--- src/rtl/rom_loader_pkg.sv ---
package rom_loader_pkg;

  typedef enum logic [3:0] {
    S_IDLE,
    S_FETCH,
    S_GRAB,
    S_SLO,
    S_SHI,
    S_SETUP,
    S_WAIT,
    S_STRB,
    S_HOLD
  } seq_state_t;

  // Boot image contents: a jump-to-self at the start, the vector bytes at
  // the top, and a position-dependent pattern everywhere else.
  function automatic logic [7:0] img_byte(int unsigned idx, int unsigned depth,
                                          int unsigned base);
    logic [7:0] b;
    int unsigned rel;
    if (idx == 0) begin
      b = 8'h4C;
    end else if (idx == 1) begin
      b = base[7:0];
    end else if (idx == 2) begin
      b = base[15:8];
    end else if (idx >= depth - 6) begin
      rel = idx - (depth - 6);
      b = rel[0] ? base[15:8] : base[7:0];
    end else begin
      rel = (idx * 37 + 90) % 256;
      b = rel[7:0];
    end
    return b;
  endfunction

endpackage

--- src/rtl/image_rom.sv ---
module image_rom #(
  parameter int unsigned DEPTH  = 512,
  parameter int unsigned DATA_W = 8,
  parameter int unsigned BASE   = 32'hFE00,
  localparam int unsigned IDX_W = $clog2(DEPTH)
) (
  input  logic              clk,
  input  logic [IDX_W-1:0]  rd_addr,
  output logic [DATA_W-1:0] rd_data
);
  import rom_loader_pkg::*;

  logic [DATA_W-1:0] mem [DEPTH];

  initial begin
    for (int i = 0; i < int'(DEPTH); i++) begin
      mem[i] = DATA_W'(img_byte(i, DEPTH, BASE));
    end
  end

  // Registered read so the array maps onto block RAM.
  always_ff @(posedge clk) begin
    rd_data <= mem[rd_addr];
  end
endmodule

--- src/rtl/serial_sender.sv ---
module serial_sender #(
  parameter int unsigned ADDR_W     = 16,
  parameter int unsigned DATA_W     = 8,
  parameter int unsigned DEPTH      = 512,
  parameter int unsigned BASE       = 32'hFE00,
  parameter int unsigned STROBE_CYC = 2,
  parameter int unsigned FILL_VALUE = 32'h42,
  localparam int unsigned IDX_W   = $clog2(DEPTH),
  localparam int unsigned PULSES  = ADDR_W + 1,
  localparam int unsigned PCNT_W  = $clog2(PULSES + 1),
  localparam int unsigned SCNT_W  = $clog2(STROBE_CYC + 1)
) (
  input  logic              clk,
  input  logic              rst,
  input  logic              start,
  input  logic              fill_mode,
  output logic [IDX_W-1:0]  rom_addr,
  input  logic [DATA_W-1:0] rom_q,
  output logic              ser_clk,
  output logic              ser_addr,
  output logic              ser_data,
  output logic              mem_ce_n,
  output logic              mem_we_n,
  output logic              bus_hold,
  output logic              done
);
  import rom_loader_pkg::*;

  seq_state_t        st;
  logic [IDX_W-1:0]  idx;
  logic              fill_q;
  logic [ADDR_W-1:0] a_sr;
  logic [DATA_W-1:0] d_sr;
  logic [PCNT_W-1:0] pcnt;
  logic [SCNT_W-1:0] scnt;

  assign rom_addr = idx;

  always_ff @(posedge clk) begin
    if (rst) begin
      st       <= S_IDLE;
      idx      <= '0;
      fill_q   <= 1'b0;
      a_sr     <= '0;
      d_sr     <= '0;
      pcnt     <= '0;
      scnt     <= '0;
      ser_clk  <= 1'b0;
      ser_addr <= 1'b0;
      ser_data <= 1'b0;
      mem_ce_n <= 1'b1;
      mem_we_n <= 1'b1;
      bus_hold <= 1'b0;
      done     <= 1'b0;
    end else begin
      done <= 1'b0;
      case (st)
        S_IDLE: begin
          if (start) begin
            idx      <= '0;
            fill_q   <= fill_mode;
            bus_hold <= 1'b1;
            st       <= S_FETCH;
          end
        end
        S_FETCH: st <= S_GRAB;
        S_GRAB: begin
          a_sr <= ADDR_W'(BASE) + ADDR_W'(idx);
          d_sr <= fill_q ? DATA_W'(FILL_VALUE) : rom_q;
          pcnt <= '0;
          st   <= S_SLO;
        end
        S_SLO: begin
          ser_clk  <= 1'b0;
          ser_addr <= a_sr[ADDR_W-1];
          ser_data <= d_sr[DATA_W-1];
          a_sr     <= {a_sr[ADDR_W-2:0], 1'b0};
          d_sr     <= {d_sr[DATA_W-2:0], d_sr[DATA_W-1]};
          st       <= S_SHI;
        end
        S_SHI: begin
          ser_clk <= 1'b1;
          if (pcnt == PCNT_W'(PULSES - 1)) begin
            st <= S_SETUP;
          end else begin
            pcnt <= pcnt + 1'b1;
            st   <= S_SLO;
          end
        end
        S_SETUP: begin
          ser_clk <= 1'b0;
          st      <= S_WAIT;
        end
        S_WAIT: begin
          mem_we_n <= 1'b0;
          mem_ce_n <= 1'b0;
          scnt     <= '0;
          st       <= S_STRB;
        end
        S_STRB: begin
          if (scnt == SCNT_W'(STROBE_CYC - 1)) begin
            mem_we_n <= 1'b1;
            mem_ce_n <= 1'b1;
            st       <= S_HOLD;
          end else begin
            scnt <= scnt + 1'b1;
          end
        end
        S_HOLD: begin
          if (idx == IDX_W'(DEPTH - 1)) begin
            done     <= 1'b1;
            bus_hold <= 1'b0;
            st       <= S_IDLE;
          end else begin
            idx <= idx + 1'b1;
            st  <= S_FETCH;
          end
        end
        default: st <= S_IDLE;
      endcase
    end
  end
endmodule

--- src/rtl/sipo_stage.sv ---
module sipo_stage #(
  parameter int unsigned W = 8
) (
  input  logic         clk,
  input  logic         rst,
  input  logic         shift_en,
  input  logic         sin,
  output logic         sout,
  output logic [W-1:0] par
);
  logic [W-1:0] sreg;

  assign sout = sreg[W-1];

  // Latch and shift on the same edge: the latch takes the pre-shift value.
  always_ff @(posedge clk) begin
    if (rst) begin
      sreg <= '0;
      par  <= '0;
    end else if (shift_en) begin
      par  <= sreg;
      sreg <= {sreg[W-2:0], sin};
    end
  end
endmodule

--- src/rtl/serial_receiver.sv ---
module serial_receiver #(
  parameter int unsigned ADDR_W = 16,
  parameter int unsigned DATA_W = 8,
  localparam int unsigned ADDR_BYTES = ADDR_W / DATA_W
) (
  input  logic              clk,
  input  logic              rst,
  input  logic              ser_clk,
  input  logic              ser_addr,
  input  logic              ser_data,
  output logic [ADDR_W-1:0] mem_addr,
  output logic [DATA_W-1:0] mem_data
);
  logic sclk_d;
  logic rise;
  logic [ADDR_BYTES-1:0] chain;

  always_ff @(posedge clk) begin
    if (rst) sclk_d <= 1'b0;
    else     sclk_d <= ser_clk;
  end
  assign rise = ser_clk & ~sclk_d;

  // Stage 0 is nearest the serial input and ends up with the low byte.
  for (genvar g = 0; g < int'(ADDR_BYTES); g++) begin : g_addr
    logic sin_g;
    if (g == 0) begin : g_first
      assign sin_g = ser_addr;
    end else begin : g_next
      assign sin_g = chain[g-1];
    end
    sipo_stage #(.W(DATA_W)) u_stage (
      .clk      (clk),
      .rst      (rst),
      .shift_en (rise),
      .sin      (sin_g),
      .sout     (chain[g]),
      .par      (mem_addr[g*DATA_W +: DATA_W])
    );
  end

  logic data_sout;
  sipo_stage #(.W(DATA_W)) u_data (
    .clk      (clk),
    .rst      (rst),
    .shift_en (rise),
    .sin      (ser_data),
    .sout     (data_sout),
    .par      (mem_data)
  );

  logic unused_ok;
  assign unused_ok = ^{data_sout, chain[ADDR_BYTES-1]};
endmodule

--- src/rtl/rom_loader_top.sv ---
module rom_loader_top #(
  parameter int unsigned ADDR_W     = 16,
  parameter int unsigned DATA_W     = 8,
  parameter int unsigned DEPTH      = 512,
  parameter int unsigned BASE       = 32'hFE00,
  parameter int unsigned STROBE_CYC = 2,
  parameter int unsigned FILL_VALUE = 32'h42,
  localparam int unsigned IDX_W = $clog2(DEPTH)
) (
  input  logic              clk,
  input  logic              rst,
  input  logic              start,
  input  logic              fill_const,
  output logic              ser_clk,
  output logic              ser_addr,
  output logic              ser_data,
  output logic [ADDR_W-1:0] mem_addr,
  output logic [DATA_W-1:0] mem_data,
  output logic              mem_ce_n,
  output logic              mem_we_n,
  output logic              bus_hold,
  output logic              done
);
  logic [IDX_W-1:0]  rom_addr;
  logic [DATA_W-1:0] rom_q;

  image_rom #(.DEPTH(DEPTH), .DATA_W(DATA_W), .BASE(BASE)) u_rom (
    .clk     (clk),
    .rd_addr (rom_addr),
    .rd_data (rom_q)
  );

  serial_sender #(
    .ADDR_W(ADDR_W), .DATA_W(DATA_W), .DEPTH(DEPTH), .BASE(BASE),
    .STROBE_CYC(STROBE_CYC), .FILL_VALUE(FILL_VALUE)
  ) u_send (
    .clk       (clk),
    .rst       (rst),
    .start     (start),
    .fill_mode (fill_const),
    .rom_addr  (rom_addr),
    .rom_q     (rom_q),
    .ser_clk   (ser_clk),
    .ser_addr  (ser_addr),
    .ser_data  (ser_data),
    .mem_ce_n  (mem_ce_n),
    .mem_we_n  (mem_we_n),
    .bus_hold  (bus_hold),
    .done      (done)
  );

  serial_receiver #(.ADDR_W(ADDR_W), .DATA_W(DATA_W)) u_recv (
    .clk      (clk),
    .rst      (rst),
    .ser_clk  (ser_clk),
    .ser_addr (ser_addr),
    .ser_data (ser_data),
    .mem_addr (mem_addr),
    .mem_data (mem_data)
  );
endmodule

--- config.mk ---
export PLATFORM = sky130hd
export DESIGN_NAME = rom_loader_top
export DESIGN_NICKNAME = d
export VERILOG_FILES = /design/src/rtl/rom_loader_pkg.sv /design/src/rtl/image_rom.sv /design/src/rtl/serial_sender.sv /design/src/rtl/sipo_stage.sv /design/src/rtl/serial_receiver.sv /design/src/rtl/rom_loader_top.sv
export SDC_FILE = /design/constraint.sdc
export NUM_CORES = 1
export LEC_CHECK = 0
export CORE_ASPECT_RATIO = 1.2
export CORE_MARGIN = 3
export CORE_UTILIZATION = 50
export CTS_CLUSTER_SIZE = 10
export DETAILED_ROUTE_END_ITERATION = 10
export PLACE_DENSITY = 0.67
export SYNTH_ARGS = -nofsm -noshare
export SYNTH_HDL_FRONTEND = slang
export SYNTH_SLANG_ARGS = --single-unit
--- constraint.sdc ---
create_clock -name clk -period 2.6 [get_ports clk]
set_input_delay 0.26 -clock clk [delete_from_list [all_inputs] [get_ports clk]]
set_output_delay 0.26 -clock clk [all_outputs]
set_load 0.02 [all_outputs]
# --- After elaboration in Yosys (flattened, before gate mapping) ---
# Memories as Yosys holds them, arrays and structs flattened. A register that Yosys moved wholly into a read port is not among the register bits.
# Cells that the tools add are included.
word_totals:
  regBits: 100
  romBits: 4096
  input_bits: 4
  output_inout_bits: 31
  memories: 1
classes:
  add_sub_neg: 4
  n_eq_ne: 17
  n_mux: 22
  n_bitwise: 3
  reduce_logical: 15
memory_table:
  columns: ["name", "depth", "width", "rd", "rd_clocked_by_memory_dff", "write_ports", "line", "source"]
  rows:
  - ["u_rom.mem", 512, 8, 1, 1, 0, "image_rom.sv:13", "logic [DATA_W-1:0] mem [DEPTH];"]
ops:
  columns: ["cell", "count"]
  rows:
  - ["one-hot mux 4 bit (9 select lines)", 1]
  - ["one-hot mux 16 bit (2 select lines)", 1]
  - ["two-way mux 9 bit", 2]
  - ["one-hot mux 9 bit (2 select lines)", 1]
  - ["equality test 4 x 3 -> 1 bit (second input constant)", 4]
  - ["one-hot mux 8 bit (2 select lines)", 1]
  - ["adder 10 x 10 -> 11 bit (first input constant)", 1]
  - ["one-hot mux 5 bit (2 select lines)", 1]
  - ["AND reduction 2 bit", 5]
  - ["nonzero test 2 bit", 5]
  - ["adder 9 x 1 -> 9 bit (second input constant)", 1]
  - ["equality test 9 bit (second input constant)", 1]
  - ["equality test 4 x 2 -> 1 bit (second input constant)", 2]
  - ["two-way mux 4 bit", 2]
  - ["two-way mux 8 bit", 1]
  - ["inequality test 2 bit (second input constant)", 4]
  - ["one-hot mux 1 bit (2 select lines)", 3]
  - ["AND reduction 3 bit", 2]
  - ["adder 5 x 1 -> 5 bit (second input constant)", 1]
  - ["equality test 5 bit (second input constant)", 1]
  - ["two-way mux 1 bit", 5]
  - ["two-way mux 5 bit", 1]
  - ["equality test 4 x 1 -> 1 bit (second input constant)", 1]
  - ["equality test 4 bit (second input constant)", 1]
  - ["other kinds (10)", 13]

# --- Logic depth before layout (Yosys ltp) ---
logic_depth:
  ltp_word: 3
  depth_mapped: 12

# --- Cells and area by module ---
# A second synthesis with hierarchy kept.
hier_totals:
  cells_unflattened: 595
  area_unflattened_um2: 5129.9
by_module_without_submodules:
  columns: ["mod", "n_inst", "cells_each", "area_each_um2"]
  rows:
  - ["serial_sender", 1, 269, 2383.5]
  - ["image_rom", 1, 215, 1584.0]
  - ["sipo_stage", 3, 36, 371.6]
  - ["serial_receiver", 1, 3, 47.5]

# --- Worst setup path after synthesis ---
# OpenSTA, ideal clock, no wires.
synth_path:
  path_type: "reg-to-reg"
  from: "register u_send.idx[0], in the netlist u_send.rom_addr[0]"
  to: "register u_rom.rd_data[6] (read register of u_rom.mem)"
  t_arrival_ps: 2237
  setup_slack_ps: 285
  path_stages_with_launch: 7
  period_less_slack_ps: 2315
  path_cell_list: "dfxtp_1 > clkinv_1 > ha_1 > mux4_2 > o311a_1 > or4_1 > o211ai_1"
synth_lines:
  columns: ["element", "line", "source"]
  rows:
  - ["start, declared", "serial_sender.sv:30", "logic [IDX_W-1:0] idx;"]
  - ["start signal, assigned", "serial_sender.sv:115", "idx <= idx + 1'b1;"]
  - ["end, declared", "image_rom.sv:9", "output logic [DATA_W-1:0] rd_data"]

# --- Final worst setup path ---
layout_path:
  from: "register u_send.idx[0], in the netlist u_send.rom_addr[0]"
  to: "register u_send.idx[5], in the netlist u_send.rom_addr[5]"
layout_between:
  elab_chain_len: 3
  elab_cells_between_ends: 6
layout_lines:
  columns: ["element", "line"]
  rows:
  - ["adder 9 x 1 -> 9 bit / equality test 9 bit (equally long branches)", "serial_sender.sv:115, serial_sender.sv:110"]
  - ["two-way mux 9 bit / inequality test 2 bit (equally long branches)", null]
  - ["one-hot mux 9 bit (2 select lines) / AND reduction 3 bit (equally long branches)", null]
# Parallel ways exist; a longest one is shown, timed or not. The select of a mux whose other input is x is not followed.
# A chain may end at the register's enable or synchronous reset.

==> qor.yml <==
timing:
  post-route-period-util: 0.901
  fmax_ghz: 0.427
  fin_skew_ns: 0.0125
  whs_ns: 0.297
  tightestPinTransition_ns: 0.927
  max_slew_margin: 0.382
  rsz0062_at_grt: "no"
  setup_tns_ns: 0
  drv_slew: 0
  hold_viol: 0
  worst_slack_ns: 0.258
  setup_viol: 0
  fin_crit_ns: 2.34
power:
  pwr-share-clk: 0.397
  power_leakage_nw: 1.96
  p_comb_frac: 0.084
  p_seq_frac: 0.520
  peakVddDrop_mv: 0.329
  swShare: 0.244
  p_per_area_nw_per_um2: 484
  p_sw_mw: 0.652
  p_int_mw: 2.01
setup_path:
  r2r_cells: 11
  worstSetupPathType: "reg2reg"
  regToRegSetupSlack_ns: 0.26
  required_ns: 2.86
  crit_path_top_delay_cell: "dfxtp_1"
  crit_path_end_kind: "register"
  startpoint_type: "register"
  crit_path_start: "u_send.rom_addr[0]$_SDFFE_PP0P_"
  cpPeakStageDelay_ns: 0.32
  worst-path-max-fanout: 15
  crit_end: "u_send.rom_addr[5]$_SDFFE_PP0P_"
  arrival_ns: 2.60
  reg2reg_from: "u_send.rom_addr[0]$_SDFFE_PP0P_"
  r2r-end: "u_send.rom_addr[5]$_SDFFE_PP0P_"
  crit_path_cell_trace: "buf_4 > ha_1 > nand2_1 > nor2_1 > ha_1 > nor2b_1 > o21ai_1 > buf_4 > nor4_1 > xnor2_1 > nor2_1"
route:
  wl_per_cell_um: 17.3
  via_per_inst: 6.09
  drtAntennaViolNets: 0
  routed_wl_um: 13200
  dr.pass1.iters: 5
  drt_iter0_markers: 292
  dr_total_vias: 4644
  route.detailed.drc: 0
placement:
  dp_hpwl_um: 9360
  pre_cts_slack_ns: 0.286
  dp.cells: 746
  place_congestion: 1.04
  numPortBuffers: 34
floorplanning:
  rows: 38
  core_um2: 9270
  die_h_um: 114
  initial_core_util: 0.526
  die_area_um2: 11000
  boundaryPins: 35
  fp.dieW_um: 96.2
cts:
  ctsResizeCount: 0
  path_clk_slew_ns: 0.09
  clock_sinks: 86
  postCtsSetupRepairBufs: 0
  cts_tree: "yes"
  cts_htree_levels: 3
  cts_buffers: 9
  clockRootBuffer: "clkbuf_8"
  clk_latency_ns: 0.36
  clock_path_buffers: 2
  cts.hold.buffers_added: 0
global_route:
  grt_util_met1: 0.312
  top_usage_layer: "met2"
  grtUsageMet3: 0.0421
  grt_usage: 0.248
  grt_pass1_vias: 4375
  grt_max_degree: 27
  grt_pass1_wl_um: 21500
  antenna_found_initial: 0
  grt_use_met2: 0.388
  overflow: 0
synthesis:
  postSynthAreaPerCell_um2: 7.78
  synth_warnings: 0
  ys_types: 66
  synthFlopType: "dfxtp_1"
  synth-seq-cells: 86
  synth_area_um2: 4880
  synth-async-reset-ratio: 0
  yosysSeqAreaShare: 0.353
  synth-edff-count: 0
  synth_cells: 627
  syn_nets: 647
cells_and_area:
  nets: 657
  layout.cells.non_filler: 762
  antennaDiodeCount: 0
  area_delta_synth_final_pct: 12.9
  fillers: 891
  drive_gt1_frac: 0.0950
worst_hold_path:
  whs_path_depth: 2
  min_path_type: "in2reg"
job:
  drv_cap: 0
run_status:
  status: "complete, no violations"
## how the worst min path moves through the flow
| stage | slack [ns] | to | from |
|---|---|---|---|
| floorplan | 0.40 | u_send.fill_q$_SDFFE_PP0P_ | fill_const |
| global placement | 0.44 | u_send.d_sr[6]$_SDFFE_PP0P_ | u_send.d_sr[6]$_SDFFE_PP0P_ |
| detailed placement | 0.45 | u_send.a_sr[0]$_SDFFE_PP0P_ | u_send.a_sr[0]$_SDFFE_PP0P_ |
| CTS | 0.28 | u_send.d_sr[3]$_SDFFE_PP0P_ | rst |
| global route | 0.32 | u_send.d_sr[3]$_SDFFE_PP0P_ | rst |
| finish | 0.30 | u_send.d_sr[3]$_SDFFE_PP0P_ | rst |
## cell usage in the layout, fill, tap and decap left out, types with 6 or more instances in the layout
master / count
buf_4: 34
o2111ai_1: 6
a21oi_1: 58
a211oi_1: 17
ha_1: 16
o22ai_1: 9
dfxtp_1: 86
nor4_1: 8
inv_1: 17
nand3_1: 7
mux2i_1: 12
o21ai_0: 21
clkbuf_8: 10
o211ai_1: 12
nand2b_1: 10
nand2_1: 85
xnor2_1: 6
nor3_1: 18
nor2b_1: 13
clkdlybuf4s50_1: 33
nor2_1: 66
## state kept, by name (all words and copies together), names as in the netlist, 2 cells and up
name and cells:
u_recv.g_addr.u_stage.sreg 2, u_send.pcnt 5, u_send.scnt 2, u_send.d_sr 8, u_send.rom_addr 9, u_send.a_sr 16, u_recv.g_addr.u_stage.par 15, u_recv.u_data.par 8
u_send.st 4, u_rom.rd_data 8
## worst max-delay path: cells and delay by family (launching register included)
kind | cells | cell delay, ns
and+or+nand+nor | 5 | 0.72
adders and majority gates | 2 | 0.57
buffers and inverters | 2 | 0.38
DFF | 1 | 0.32
xor gates and xnor gates | 1 | 0.16
AOI/OAI and AO/OA | 1 | 0.08
## kinds of logic after synthesis
| logic type | after synthesis | synth area share |
|---|---|---|
| buffers and inverters | 89 | 0.0848 |
| adders and majority gates | 16 | 0.0410 |
| muxes | 15 | 0.0385 |
| and+or+nand+nor | 239 | 0.231 |
| AOI/OAI and AO/OA | 172 | 0.234 |
| xor gates and xnor gates | 10 | 0.0179 |
| DFF | 86 | 0.353 |
## per-layer routing
layer / up-vias / routed length, um
met5: - / 0
met4: 0 / 746
met3: 64 / 849
met2: 197 / 6090
met1: 2138 / 5460
li1: 2245 / -
## power by group through the flow
stage / sequential [mW] / clock, mW / combinational (mW)
2_1_floorplan: 1.41 / 0 / 0.164
3_3_place_gp: 1.41 / 0 / 0.218
3_5_place_dp: 1.42 / 0 / 0.221
4_1_cts: 1.39 / 1.07 / 0.222
5_1_grt: 1.39 / 1.13 / 0.247
6_report: 1.39 / 1.06 / 0.223
## layout make-up
| cell class | count | area (um^2) | area share |
|---|---|---|---|
| repair buffers | 68 | 591 | 0.107 |
| clock inverters | 5 | 82.6 | 0.0150 |
| multi-input cells | 452 | 2750 | 0.499 |
| inverters | 20 | 75.1 | 0.0136 |
| clock buffers | 11 | 141 | 0.0257 |
| well taps | 120 | 150 | 0.0272 |
| flip-flops and latches | 86 | 1720 | 0.312 |
## Yosys cell counts, types with 4 or more instances
master / instances / area share
o22ai_1: 9 / 0.012
a31oi_1: 5 / 0.0064
nand4_1: 5 / 0.0064
ha_1: 16 / 0.041
a21oi_1: 58 / 0.059
nor3b_1: 4 / 0.0062
a311oi_1: 4 / 0.0072
nand2_1: 85 / 0.065
a222oi_1: 5 / 0.010
xor2_1: 4 / 0.0072
nor4_1: 8 / 0.010
inv_1: 17 / 0.013
buf_4: 18 / 0.028
nor2_1: 66 / 0.051
o2111ai_1: 6 / 0.011
nand2b_1: 10 / 0.013
o21ai_0: 21 / 0.022
dfxtp_1: 86 / 0.35
xnor2_1: 6 / 0.011
nor2b_1: 13 / 0.017
nor3_1: 18 / 0.018
clkbuf_1: 40 / 0.031
mux2i_1: 12 / 0.025
buf_2: 9 / 0.0092
o211ai_1: 12 / 0.018
nand3_1: 7 / 0.0072
a211oi_1: 17 / 0.026
## per-stage QoR
step           cell area, um^2  power [mW]   util
3_3_place_gp              5290        1.63  0.570
5_1_grt                   5510        2.77  0.594
4_1_cts                   5510        2.68  0.594
3_5_place_dp              5290        1.64  0.570
2_1_floorplan             4880        1.58      -
6_report                  5510        2.67  0.594
Power figures use the tool's default switching activity.
